**src/rtl/cag_pkg.sv**
```systemverilog
// Shared types for the coprocessor access guard.
// Assumes: nothing beyond IEEE 1800-2017.
package cag_pkg;
    // Source of the word returned on the host response path.
    typedef enum logic [1:0] {
        SRC_MEM    = 2'd0,
        SRC_STAT   = 2'd1,
        SRC_POISON = 2'd2
    } rsp_src_e;
endpackage

```
**src/rtl/cag_decode.sv**
```systemverilog
// Address classifier: marks accesses inside the always-reachable
// control page and the status word within it.
// Assumes: CTRL_WORDS is a power of two and STAT_IDX < CTRL_WORDS.
module cag_decode #(
    parameter int AW         = 10,
    parameter int CTRL_WORDS = 8,
    parameter int STAT_IDX   = 5
) (
    input  logic [AW-1:0] addr_i,
    output logic          ctrl_hit_o,
    output logic          stat_hit_o
);
    localparam int CW = $clog2(CTRL_WORDS);

    // Control page is the top CTRL_WORDS addresses; status is one word of it.
    always_comb begin
        ctrl_hit_o = &addr_i[AW-1:CW];
        stat_hit_o = ctrl_hit_o && (addr_i[CW-1:0] == CW'(STAT_IDX));
    end
endmodule

```
**src/rtl/cag_status.sv**
```systemverilog
// Violation status: sticky error flag with write-one-to-clear, plus
// single-cycle NMI and abort pulses for every violation.
// Assumes: viol_i and clr_i never arrive in the same cycle (one host access per cycle).
module cag_status (
    input  logic clk,
    input  logic rst_n,
    input  logic viol_i,
    input  logic clr_i,
    output logic err_o,
    output logic nmi_o,
    output logic abort_o
);
    logic err_q;
    logic nmi_q;
    logic abort_q;

    // Sticky error flag: set by a violation, cleared by host write-one.
    always_ff @(posedge clk) begin
        if (!rst_n)      err_q <= 1'b0;
        else if (viol_i) err_q <= 1'b1;
        else if (clr_i)  err_q <= 1'b0;
    end

    // One-cycle interrupt and abort pulses, one per violation.
    always_ff @(posedge clk) begin
        if (!rst_n) begin
            nmi_q   <= 1'b0;
            abort_q <= 1'b0;
        end else begin
            nmi_q   <= viol_i;
            abort_q <= viol_i;
        end
    end

    assign err_o   = err_q;
    assign nmi_o   = nmi_q;
    assign abort_o = abort_q;


    err_set_chk: assert property (@(posedge clk) disable iff (!rst_n)
        viol_i |=> err_q);

    err_hold_chk: assert property (@(posedge clk) disable iff (!rst_n)
        (err_q && !clr_i) |=> err_q);

    nmi_pulse_chk: assert property (@(posedge clk) disable iff (!rst_n)
        viol_i |=> nmi_q);

    abort_with_nmi_chk: assert property (@(posedge clk) disable iff (!rst_n)
        abort_q |-> nmi_q);
endmodule

```
**src/rtl/cop_access_guard.sv**
```systemverilog
// Coprocessor memory access guard. Forwards host accesses to local RAM and
// registers while the command-list engine is idle. While it runs, it rejects
// accesses outside the control page, returns poison, and raises NMI and abort.
// Assumes: memory answers one cycle after m_req; eng_busy changes at clock edges.
module cop_access_guard
    import cag_pkg::*;
#(
    parameter int          AW         = 10,
    parameter int          DW         = 32,
    parameter int          CTRL_WORDS = 8,
    parameter int          STAT_IDX   = 5,
    parameter logic [31:0] POISON     = 32'hBAD0_BAD0
) (
    input  logic          clk,
    input  logic          rst_n,
    input  logic          h_req,
    input  logic          h_we,
    input  logic [AW-1:0] h_addr,
    input  logic [DW-1:0] h_wdata,
    output logic          h_rvalid,
    output logic [DW-1:0] h_rdata,
    output logic          m_req,
    output logic          m_we,
    output logic [AW-1:0] m_addr,
    output logic [DW-1:0] m_wdata,
    input  logic [DW-1:0] m_rdata,
    input  logic          eng_busy,
    output logic          eng_abort,
    output logic          nmi
);
    localparam logic [DW-1:0] POISON_W = DW'(POISON);

    logic     ctrl_hit;
    logic     stat_hit;
    logic     viol;
    logic     clr;
    logic     err;
    logic     rvalid_q;
    rsp_src_e src_d;
    rsp_src_e src_q;
    logic [DW-1:0] stat_word;

    cag_decode #(
        .AW(AW), .CTRL_WORDS(CTRL_WORDS), .STAT_IDX(STAT_IDX)
    ) decode_i (
        .addr_i    (h_addr),
        .ctrl_hit_o(ctrl_hit),
        .stat_hit_o(stat_hit)
    );

    cag_status status_i (
        .clk    (clk),
        .rst_n  (rst_n),
        .viol_i (viol),
        .clr_i  (clr),
        .err_o  (err),
        .nmi_o  (nmi),
        .abort_o(eng_abort)
    );

    // Classify the current request and gate the memory-side request.
    always_comb begin
        viol    = h_req && eng_busy && !ctrl_hit;
        clr     = h_req && h_we && stat_hit && h_wdata[0];
        m_req   = h_req && !viol && !stat_hit;
        m_we    = h_we;
        m_addr  = h_addr;
        m_wdata = h_wdata;
        if (viol)          src_d = SRC_POISON;
        else if (stat_hit) src_d = SRC_STAT;
        else               src_d = SRC_MEM;
    end

    // Response stage: valid and data source one cycle after the request.
    always_ff @(posedge clk) begin
        if (!rst_n) begin
            rvalid_q <= 1'b0;
            src_q    <= SRC_MEM;
        end else begin
            rvalid_q <= h_req;
            src_q    <= src_d;
        end
    end

    // Status word layout: the error flag in bit 0, the other bits zero.
    generate
        if (DW > 1) begin : g_stat_wide
            assign stat_word = {{(DW-1){1'b0}}, err};
        end else begin : g_stat_narrow
            assign stat_word = err;
        end
    endgenerate

    // Select the returned word from the registered source.
    always_comb begin
        case (src_q)
            SRC_POISON: h_rdata = POISON_W;
            SRC_STAT:   h_rdata = stat_word;
            default:    h_rdata = m_rdata;
        endcase
    end

    assign h_rvalid = rvalid_q;


    no_fwd_when_blocked_chk: assert property (@(posedge clk) disable iff (!rst_n)
        (eng_busy && h_req && !ctrl_hit) |-> !m_req);

    ctrl_no_abort_chk: assert property (@(posedge clk) disable iff (!rst_n)
        (h_req && ctrl_hit) |=> !eng_abort);

    rvalid_follows_req_chk: assert property (@(posedge clk) disable iff (!rst_n)
        h_req |=> h_rvalid);

    nmi_single_chk: assert property (@(posedge clk) disable iff (!rst_n)
        (nmi && !viol) |=> !nmi);
endmodule

```
**config.mk**
```make
export PLATFORM = sky130hd
export DESIGN_NAME = cop_access_guard
export DESIGN_NICKNAME = d
export VERILOG_FILES = /design/src/rtl/cag_pkg.sv /design/src/rtl/cag_decode.sv /design/src/rtl/cag_status.sv /design/src/rtl/cop_access_guard.sv
export SDC_FILE = /design/constraint.sdc
export NUM_CORES = 1
export LEC_CHECK = 0
export BUFFER_PORTS_ARGS = -buffer_cell sky130_fd_sc_hd__buf_4
export CAP_MARGIN = 20
export CORE_AREA = 2 2 61 63
export DETAILED_ROUTE_END_ITERATION = 10
export DIE_AREA = 0 0 63 65
export MAX_ROUTING_LAYER = met4
export PLACE_DENSITY = 0.84
export SLEW_MARGIN = 15
export SYNTH_ARGS = -nofsm -noshare
export SYNTH_HDL_FRONTEND = slang
export SYNTH_SLANG_ARGS = --single-unit
```
**constraint.sdc**
```tcl
create_clock -name clk -period 2.35 [get_ports clk]
set_input_delay 0.235 -clock clk [delete_from_list [all_inputs] [get_ports clk]]
set_output_delay 0.235 -clock clk [all_outputs]
set_load 0.01 [all_outputs]
```
==> results.json <==
{
  "globalplace.congestion": 0.706,
  "cts_setup_buffers": 0,
  "arrival_ps": 1720,
  "finalClockSkew_ps": 0,
  "htree_levels": 1,
  "clock_path_buffers": 2,
  "max-vdd-ir-drop_v": 0.000140,
  "setup_tns_ps": 0,
  "boundaryPins": 158,
  "slew_violations": 0,
  "worst-r2r-setup-slack_ps": 1750,
  "syn_inst": 122,
  "worstMarginPinSlew_ps": 587,
  "r2r_cells": 2,
  "fill_cells": 381,
  "initial_utilization": 0.226,
  "crit_required_ps": 2120,
  "final_antenna_net_count": 0,
  "min_path_cells": 3,
  "root_buffer": "clkbuf_4",
  "multi_input_area_sq_um": 333,
  "placementRows": 22,
  "core-area_sq_um": 3500,
  "critPathMaxStageDelay_ps": 480,
  "port_buffers": 95,
  "avgSynthCellArea_sq_um": 6.47,
  "cellPowerDensity_nw_per_um2": 302,
  "min_period_over_period": 0.833,
  "hold_viol_final": 0,
  "crit_start": "src_q[1]",
  "p_leak_nw": 0.731,
  "slew_headroom": 0.609,
  "fmaxAchievable_mhz": 511,
  "pre_cts_ws_ps": 613,
  "min_from": "h_req",
  "setup_slack_ps": 392,
  "final_core_util": 0.352,
  "fin_crit_ps": 1960,
  "r2r-start": "status_i.err_o",
  "end_kind": "output pin",
  "die_h_um": 65,
  "dpl_cell_area_sq_um": 1210,
  "holdWs_ps": 250,
  "fp.dieW_um": 63,
  "mappedNetlistArea_sq_um": 790,
  "final_nets": 255,
  "cts_tree": "yes",
  "syn-num-nets": 203,
  "yosys_register_bits": 4,
  "worstPathCellList": "inv_1 -> ha_1 -> nand2b_1 -> nand2_1 -> buf_4",
  "dr.first_iter.drc_count": 18,
  "cts_made_buffers": 3,
  "synth_warnings": 0,
  "hold_buffers": 0,
  "wire_per_inst_um": 10.6,
  "outcome": "complete, no violations",
  "worstSetupStartpointType": "flip-flop",
  "clk_pin_slew_ps": 40,
  "grt_usage": 0.121,
  "whs_endpoint": "h_rvalid",
  "drc": 0,
  "area_growth_pct": 55.9,
  "fin_area_sq_um": 1230,
  "post_cts_resized": 0,
  "drv_cap": 0,
  "layout-drive-gt1-share": 0.581,
  "wirelength_um": 2330,
  "grt_pass1_vias": 848,
  "setup_viol": 0,
  "seq_area_frac_synth": 0.101,
  "crit_path_max_fanout": 16,
  "antenna_found_initial": 0,
  "rr_endpoint": "status_i.err_o",
  "hp-class": "in2reg",
  "grt_max_degree": 34,
  "synth_cell_types": 19,
  "slowest_stage": "nand2b_1",
  "diodes": 0,
  "path_class": "reg2out",
  "clk_latency_ps": 230,
  "vias": 859,
  "dieArea_sq_um": 4100,
  "cts_sinks": 4,
  "register_area_sq_um": 80.1,
  "routed_via_density": 3.90,
  "grt_first_pass_wirelength_um": 3900,
  "rsz0062_at_grt": "false",
  "grt_overflow_total": 0,
  "dr.pass1.iters": 3
}
==> critical path, delay by kind of cell, from the launching register on <==
family                   cells  cell delay, ps
AND/OR/NAND/NOR              2             610
flip-flops                   1             360
adder cells (fa/ha/maj)      1             280
buffers and inverters        2             240
==> registers in the layout, indices dropped and copies added (netlist names) <==
register	flops
status_i.err_o	1
h_rvalid	1
src_q	2
==> layer usage <==
metal	vias up	part of all wire	global-route usage
met1	350	0.38	0.132
li1	432	-	-
met5	-	0	-
met2	69	0.49	0.203
met3	8	0.12	0.0417
met4	0	0.016	0.0500
==> how the worst max path moves through the flow <==
| stage | end | slack (ps) |
|---|---|---|
| after floorplan | h_rdata[12] | 810 |
| after global placement | h_rdata[6] | 680 |
| after detailed placement | h_rdata[27] | 610 |
| after CTS | h_rdata[27] | 360 |
| after global routing | h_rdata[6] | 190 |
| final | h_rdata[27] | 390 |
==> stage by stage <==
step                cells  power (W)
floorplan             122   0.000215
global placement      217   0.000286
detailed placement    217   0.000289
CTS                   220   0.000378
global route          220   0.000402
finish                220   0.000371
==> synth_stat cells <==
cell      instances  area share
nand2b_1          1      0.0079
o21ai_1           1      0.0063
o21ai_0           1      0.0063
nand3b_1          1      0.0095
inv_1             4       0.019
buf_6             1       0.014
ha_1              2       0.032
o22ai_1           1      0.0079
nand4_2           1       0.016
buf_2             1      0.0063
nor2_1            1      0.0047
and2_1           15        0.12
nand3_1           2       0.013
o311a_1           1       0.013
dfxtp_1           4        0.10
buf_4            45        0.43
nand2_1          36        0.17
clkbuf_1          2      0.0095
nor4_1            2       0.016
==> area by class of cell <==
cell class                      instances  area share
Timing Repair Buffer                   96       0.585
Sequential cell                         4      0.0650
Clock buffer                            3      0.0183
Multi-Input combinational cell         65       0.270
Tap cell                               48      0.0488
Inverter                                4      0.0122
==> cell families after synthesis <==
| logic type | count (synthesis) | synth area share |
|---|---|---|
| and+or+nand+nor | 59 | 0.357 |
| buffers and inverters | 53 | 0.477 |
| AOI/OAI and AO/OA | 4 | 0.0333 |
| DFF | 4 | 0.101 |
| adders and majority gates | 2 | 0.0317 |
==> placed cells by master, fill, tap and decap left out, drive strengths merged <==
cell type   n
and2       15
buf        96
clkbuf      3
dfxtp       4
ha          2
inv         4
nand2      36
nand2b      1
nand3       2
nand3b      1
nand4       1
nor2        1
nor4        2
o21ai       2
o22ai       1
o311a       1
==> power breakdown <==
part | switching (W) | internal, W | total (W)
Clock | 0.0000276 | 0.0000571 | 0.0000847
Sequential | 0.00000179 | 0.0000713 | 0.0000731
Combinational | 0.0000836 | 0.000130 | 0.000213
Note: power is estimated with default switching activity, not from simulation.
